### src/rtl/thresh_accum_pkg.sv
package thresh_accum_pkg;
   typedef enum logic [1:0] {
      ST_IDLE  = 2'd0,
      ST_ACCUM = 2'd1,
      ST_DONE  = 2'd2
   } acc_state_e;
endpackage

### src/rtl/ta_datapath.sv
module ta_datapath #(
   parameter int DATA_W = 8,
   parameter int LIMIT  = 42
) (
   input  logic              clk,
   input  logic              rst,
   input  logic              load,
   input  logic              acc_en,
   input  logic [DATA_W-1:0] din,
   output logic [DATA_W-1:0] sum_q,
   output logic              over_lim
);
   localparam logic [DATA_W-1:0] LIM_V = DATA_W'(LIMIT);

   logic [DATA_W-1:0] sum_nxt;

   // wrapping add of the current sample
   always_comb begin
      sum_nxt  = sum_q + din;
      over_lim = (sum_nxt > LIM_V);
   end

   always_ff @(posedge clk) begin
      if (rst)         sum_q <= '0;
      else if (load)   sum_q <= '0;
      else if (acc_en) sum_q <= sum_nxt;
   end


   add_step_chk: assert property (@(posedge clk) disable iff (rst)
      acc_en && !load |=> sum_q == DATA_W'($past(sum_q) + $past(din)));

   sum_hold_chk: assert property (@(posedge clk) disable iff (rst)
      !load && !acc_en |=> $stable(sum_q));
endmodule

### src/rtl/ta_iter_count.sv
module ta_iter_count #(
   parameter int MAX_ITER = 255,
   parameter int CNT_W    = 8
) (
   input  logic             clk,
   input  logic             rst,
   input  logic             clear,
   input  logic             step,
   output logic [CNT_W-1:0] cnt_q,
   output logic             cap_hit
);
   localparam logic [CNT_W-1:0] LAST_V = CNT_W'(MAX_ITER - 1);

   // the pending step is the final permitted addition
   always_comb cap_hit = step && (cnt_q == LAST_V);

   always_ff @(posedge clk) begin
      if (rst || clear) cnt_q <= '0;
      else if (step)    cnt_q <= cnt_q + 1'b1;
   end


   iter_room_chk: assert property (@(posedge clk) disable iff (rst)
      step |-> cnt_q < CNT_W'(MAX_ITER));
endmodule

### src/rtl/ta_ctrl.sv
module ta_ctrl
   import thresh_accum_pkg::*;
(
   input  logic       clk,
   input  logic       rst,
   input  logic       start,
   input  logic       over_lim,
   input  logic       cap_hit,
   output acc_state_e state_q,
   output logic       load,
   output logic       acc_en
);
   acc_state_e state_d;

   always_comb begin
      state_d = state_q;
      load    = 1'b0;
      acc_en  = 1'b0;
      case (state_q)
         ST_IDLE: begin
            if (start) begin
               load    = 1'b1;
               state_d = ST_ACCUM;
            end
         end
         ST_ACCUM: begin
            acc_en = 1'b1;
            if (over_lim || cap_hit) state_d = ST_DONE;
         end
         ST_DONE:  state_d = ST_IDLE;
         default:  state_d = ST_IDLE;
      endcase
   end

   always_ff @(posedge clk) begin
      if (rst) state_q <= ST_IDLE;
      else     state_q <= state_d;
   end


   done_len_chk: assert property (@(posedge clk) disable iff (rst)
      state_q == ST_DONE |=> state_q == ST_IDLE);
endmodule

### src/rtl/thresh_accum.sv
module thresh_accum
   import thresh_accum_pkg::*;
#(
   parameter int DATA_W   = 8,
   parameter int LIMIT    = 42,
   parameter int MAX_ITER = 255
) (
   input  logic              clk,
   input  logic              rst,
   input  logic              start,
   input  logic [DATA_W-1:0] din,
   output logic [DATA_W-1:0] sum,
   output logic              busy,
   output logic              done
);
   localparam int CNT_W = $clog2(MAX_ITER + 1);

   generate
      if (DATA_W < 2) begin : g_bad_width
         $error("thresh_accum: DATA_W must be at least 2");
      end
      if (LIMIT < 0 || LIMIT >= (1 << DATA_W) - 1) begin : g_bad_limit
         $error("thresh_accum: LIMIT must fit below the largest total");
      end
      if (MAX_ITER < 1) begin : g_bad_iter
         $error("thresh_accum: MAX_ITER must be at least 1");
      end
   endgenerate

   acc_state_e       state_q;
   logic             load, acc_en, over_lim, cap_hit;
   logic [CNT_W-1:0] iter_q;

   ta_ctrl u_ctrl (
      .clk      (clk),
      .rst      (rst),
      .start    (start),
      .over_lim (over_lim),
      .cap_hit  (cap_hit),
      .state_q  (state_q),
      .load     (load),
      .acc_en   (acc_en)
   );

   ta_datapath #(.DATA_W(DATA_W), .LIMIT(LIMIT)) u_dp (
      .clk      (clk),
      .rst      (rst),
      .load     (load),
      .acc_en   (acc_en),
      .din      (din),
      .sum_q    (sum),
      .over_lim (over_lim)
   );

   ta_iter_count #(.MAX_ITER(MAX_ITER), .CNT_W(CNT_W)) u_cnt (
      .clk     (clk),
      .rst     (rst),
      .clear   (load),
      .step    (acc_en),
      .cnt_q   (iter_q),
      .cap_hit (cap_hit)
   );

   always_comb begin
      busy = (state_q != ST_IDLE);
      done = (state_q == ST_DONE);
   end


   start_load_chk: assert property (@(posedge clk) disable iff (rst)
      !busy && start |=> busy && sum == '0);

   start_ignore_chk: assert property (@(posedge clk) disable iff (rst)
      busy && !done |=> busy);

   done_cause_chk: assert property (@(posedge clk) disable iff (rst)
      done |-> (sum > DATA_W'(LIMIT)) || (iter_q == CNT_W'(MAX_ITER)));

   done_pulse_chk: assert property (@(posedge clk) disable iff (rst)
      done |=> !done && !busy);
endmodule

### config.mk
export PLATFORM = sky130hd
export DESIGN_NAME = thresh_accum
export DESIGN_NICKNAME = d
export VERILOG_FILES = /design/src/rtl/thresh_accum_pkg.sv /design/src/rtl/ta_datapath.sv /design/src/rtl/ta_iter_count.sv /design/src/rtl/ta_ctrl.sv /design/src/rtl/thresh_accum.sv
export SDC_FILE = /design/constraint.sdc
export NUM_CORES = 1
export LEC_CHECK = 0
export ABC_AREA = 1
export BUFFER_PORTS_ARGS = -buffer_cell sky130_fd_sc_hd__buf_2
export CAP_MARGIN = 5
export CORE_MARGIN = 1.5
export CORE_UTILIZATION = 40
export CTS_CLUSTER_SIZE = 30
export DETAILED_ROUTE_END_ITERATION = 6
export GPL_ROUTABILITY_DRIVEN = 0
export PLACE_DENSITY_LB_ADDON = 0.3
export SKIP_LAST_GASP = 1
export SLEW_MARGIN = 15
export SYNTH_ARGS = -nofsm -noshare
export SYNTH_HDL_FRONTEND = slang
export SYNTH_SLANG_ARGS = --single-unit
### constraint.sdc
create_clock -name clk -period 1.5 [get_ports clk]
set_input_delay 0.225 -clock clk [delete_from_list [all_inputs] [get_ports clk]]
set_output_delay 0.225 -clock clk [all_outputs]
set_load 0.01 [all_outputs]
### Word level (Yosys, flattened, before mapping)

Cells that the tools add are included.

* flip-flop bits (word level): 18
* input bits: 11
* word-level logic and storage cells: 24

* $add $sub $neg: 2
* $lt $le $gt $ge: 1
* equal/unequal tests: 5
* mux-type cells: 6
* reductions and logical operators: 7

Operator list (count)
* $add A8 B1 Y8 const B: 1
* $add A8 B8 Y8: 1
* $eq A8 B8 Y1 const B: 1
* $gt A8 B6 Y1 const B: 1
* $mux W2: 2
* $pmux W2 S2: 1
* $mux W1: 3
* $eq A2 B1 Y1 const B: 1
* $eq A2 B2 Y1 const B: 1
* $logic_not A2 Y1: 1
* $logic_or A1 B1 Y1: 2
* $ne A2 B1 Y1 const B: 1
* $ne A2 B2 Y1 const B: 1
* $reduce_and A2 Y1: 1
* $reduce_bool A2 Y1: 1
* $reduce_or A2 Y1: 1
* $logic_and A1 B1 Y1: 1

### Depth between registers and ports, before layout

* depth in word-level cells: 6
* gate-level depth with buffers: 11
* depth with buffers taken out: 11

### Hierarchy

From an unflattened synthesis, not the netlist that was laid out.

* cells, all modules: 194
* area, all modules: 1281.2 µm²

By module, submodules not included
* ta_datapath: times used 1, cells an instance 127, area each 782.0 µm², sequential area each 160.2 µm²
* ta_iter_count: times used 1, cells an instance 52, area each 394.1 µm², sequential area each 160.2 µm²
* ta_ctrl: times used 1, cells an instance 11, area each 90.1 µm², sequential area each 40.0 µm²
* thresh_accum: times used 1, cells an instance 4, area each 15.0 µm², sequential area each 0.0 µm²

### Least setup slack after synthesis

OpenSTA, ideal clock, no wires.

* kind: reg-to-reg
* start point: reg u_dp.sum_q[0]
* end point: reg u_ctrl.state_q[1]
* library setup time: 0.116 ns
* arrival: 1.508 ns
* data required time: 1.384 ns
* setup slack: -0.123 ns
* stages on the path, launching flop included: 11
* clock period less this slack: 1.623 ns
* path through: dfxtp_1 ha_1 fa_1 nand3_1 nand2_1 nand3_1 nand3b_1 nand2_1 nand3_1 nand2_1 nor2_1

* word-level cells in the longest chain between the ends: 5

RTL lines
* start, declared: RTL line ta_datapath.sv:10 `output logic [DATA_W-1:0] sum_q,`
* start signal, assigned: RTL line ta_datapath.sv:26 `else if (acc_en) sum_q <= sum_nxt;`
* $add A8 B8 Y8: RTL line ta_datapath.sv:19 `sum_nxt = sum_q + din;`
* $gt A8 B6 Y1: RTL line ta_datapath.sv:20 `over_lim = (sum_nxt > LIM_V);`
* $logic_or A1 B1 Y1: RTL line ta_ctrl.sv:28 `if (over_lim || cap_hit) state_d = ST_DONE;`
* $ne A2 B1 Y1 (no line)
* $reduce_and A2 Y1 (no line)
* end signal, assigned: RTL line ta_ctrl.sv:37 `else state_q <= state_d;`
* end, declared: RTL line ta_ctrl.sv:9 `output acc_state_e state_q,`

No other way between the ends.
A chain may end at the register's enable or synchronous reset.

### Worst setup path after layout

* start point: reg u_dp.sum_q[0]
* end point: reg u_ctrl.state_q[1]

* word-level cells in the longest chain between the ends: 5

RTL lines
* $add A8 B8 Y8: RTL line ta_datapath.sv:19
* net u_dp.sum_nxt[1]: RTL line ta_datapath.sv:15 `logic [DATA_W-1:0] sum_nxt;`
* $gt A8 B6 Y1: RTL line ta_datapath.sv:20
* $logic_or A1 B1 Y1: RTL line ta_ctrl.sv:28
* $ne A2 B1 Y1 (no line)
* $reduce_and A2 Y1 (no line)

The timed path passes the listed nets, and every way through them passes these cells.

==> out/qor.yml <==
power:
  internal-power_w: 0.000780
  seqPwrFrac: 0.458
  comb_power_share: 0.269
  p_sw_w: 0.000332
  p_leak_nw: 0.769
  power_frac_clock: 0.273
  vdd_drop_max_mv: 0.706
  power_density_nw_per_um2: 752
  p_sw_frac: 0.298
placed_design:
  io_buffer_count: 20
  post-place-ws_ps: -137
  dp_hpwl_um: 1940
  placed_cells_incl_taps: 222
floorplanning:
  rows: 18
  core_sq_um: 2540
  io_pins: 21
  die_y_um: 55.7
  dieWidth_um: 55.7
  dieArea_sq_um: 3100
  start_util: 0.437
timing:
  final.setup.worst_slack_ps: -91.1
  post-route-period-util: 1.06
  hold_viol: 0
  fin_crit_ps: 1590
  skew_ps: 13.8
  fmax_mhz: 629
  slew_violations: 0
  worst_pin_slew_ps: 270
  slew_headroom: 0.819
  setup_viol: 4
  rsz0062_at_grt: "true"
synth:
  syn-num-nets: 181
  synth_fa_ha_area_frac: 0.119
  synthesis.area_sq_um: 1110
  synth_simple_gate_area_frac: 0.328
  yosys.area.top_type: "dfxtp_1"
  ys_seq_area_frac: 0.324
  synth_compound_area_frac: 0.120
  synthMuxAreaShare: 0
  synth_xor_area_frac: 0.0158
  ys_ff_latch: 18
  yosysWarnings: 0
  ys_types: 25
  synth_cells: 160
  syn_area_per_cell_sq_um: 6.94
  synth_top_family_by_area: "simple AND/OR/NAND/NOR gates"
  synth_area_leaders: "dfxtp_1 (32%), nand2_1 (16%), ha_1 (10%), inv_1 (8.1%), a21oi_1 (5.4%)"
  synth.top_cell.area_share: 0.324
detailed_routing:
  drtPass1Iterations: 6
  viasPerCell: 4.95
  drt_iter0_drc: 35
  routedWlPerCell_um: 10.8
  vias: 1123
  drt-total-wl_um: 2450
  ant_nets: 0
  drc_errors: 0
final_layout:
  mostFrequentLayoutCells: "nand2_1 (43), inv_1 (24), buf_2 (20)"
  final_cells: 227
  register_area_sq_um: 367
  final_nets: 219
  multi_input_area_sq_um: 736
  area_growth_pct: 33.1
  antenna_cells: 0
  drive_above_1_share: 0.325
  fill_cells: 254
  final_common_cell: "nand2_1"
worst_setup_path:
  critPathArrivalTime_ps: 1840
  crit_type: "flop to flop"
  worstPathMaxFanout: 2
  reg2regPathDepth: 10
  cp-start-kind: "flop"
  critical_path_required_ps: 1750
  worstSetupEndpointType: "flop"
flow_run:
  cap_violations: 0
global_route:
  antenna_found_initial: 0
  overflow: 0
  grt_usage: 0.171
  grt_pass1_vias: 1072
  grt_max_degree: 11
  grt_pass1_wl_um: 4330
clock_network:
  cts_tree: "built"
  worstSkewPairLatency_ps: 300
  h-tree-depth: 1
  clk_pin_slew_ps: 110
  clockBufferDepth: 2
  clock_sinks: 18
  cts_made_buffers: 3
  root_buffer: "clkbuf_4"
outcome:
  status: "finished with violations"
  violations: "setup timing"
hold_path:
  worstHoldPathCells: 2
  hold_class: "input pin to flop"
critical path, stage by stage, from the launching register on:
cell     delay [ps]
dfxtp_4         360
ha_4            160
fa_2            530
nand2_1          50
nand2_1          60
nand3_1          70
nand2_1          60
nand2_1          60
nand3_2          60
nand2_1          50
nor2_1           80
metal layers:
| metal | global-route usage | share of wire |
|---|---|---|
| met3 | 0.0442 | 0.056 |
| met5 | 0 | 0 |
| met2 | 0.323 | 0.49 |
| met1 | 0.196 | 0.45 |
| met4 | 0.0209 | 0.0061 |
synthesized netlist by cell type, drive strengths merged:
cell    number
a21oi       13
buf          1
clkinv       1
dfxtp       18
fa           1
ha           9
inv         25
nand2       49
nand3       12
nand3b       2
nand4        1
nor2        12
nor3         3
o211ai       3
o21a         1
o21ai        7
xnor2        2
flip-flops by register name, indices dropped and copies added (netlist names):
register and flops:
u_cnt.cnt_q 8, u_dp.sum_q 8, u_ctrl.state_q 2
final timing paths:
kind,slack [ps],endpoint,startpoint
max,-90,u_ctrl.state_q[1],u_dp.sum_q[0]
min,80,u_ctrl.state_q[0],rst
max reg2reg,-90,u_ctrl.state_q[1],u_dp.sum_q[0]
min reg2reg,500,u_cnt.cnt_q[0],u_cnt.cnt_q[0]
cell type report:
type                    instances  area share
well taps                      30      0.0254
multi-input cells             115       0.497
inverters                      26      0.0660
clock buffers                   4      0.0245
repair buffers                 34       0.139
flip-flops and latches         18       0.248
metrics by stage:
stage / total power [W] / utilization / TNS, ps / hold WS (ps) / instance area, sq um
after floorplan: 0.000681 / - / -47.9 / 294 / 1130
after global placement: 0.000777 / 0.536 / -216 / 408 / 1370
after detailed placement: 0.000786 / 0.536 / -355 / 399 / 1370
after CTS: 0.00110 / 0.559 / -235 / 65.0 / 1420
after global routing: 0.00118 / 0.581 / -705 / 57.9 / 1480
final: 0.00111 / 0.581 / -235 / 75.8 / 1480
timing repair:
item | CTS | global route
pin swaps | 2 | 2
buffers inserted | 0 | 1
hold buffers | 0 | 0
endpoints found under the hold margin | 0 | 0
gates resized for setup | 5 | 9
setup endpoints to repair | 3 | 6
power by group through the flow:
stage | Clock, W | Sequential, W | Combinational (W)
5_1_grt | 0.000333 | 0.000512 | 0.000339
3_3_place_gp | 0 | 0.000516 | 0.000261
2_1_floorplan | 0 | 0.000523 | 0.000157
4_1_cts | 0.000316 | 0.000507 | 0.000278
6_report | 0.000304 | 0.000509 | 0.000299
3_5_place_dp | 0 | 0.000518 | 0.000268
cell families (layout without fill, tap and decap cells):
family                   count (synthesis)  in the layout
buffers and inverters                   27             64
XOR/XNOR                                 2              2
AO/OA/AOI/OAI                           24             24
flip-flops                              18             18
adder cells (fa/ha/maj)                 10             10
AND/OR/NAND/NOR                         79             79
Power figures use the tool's default switching activity.
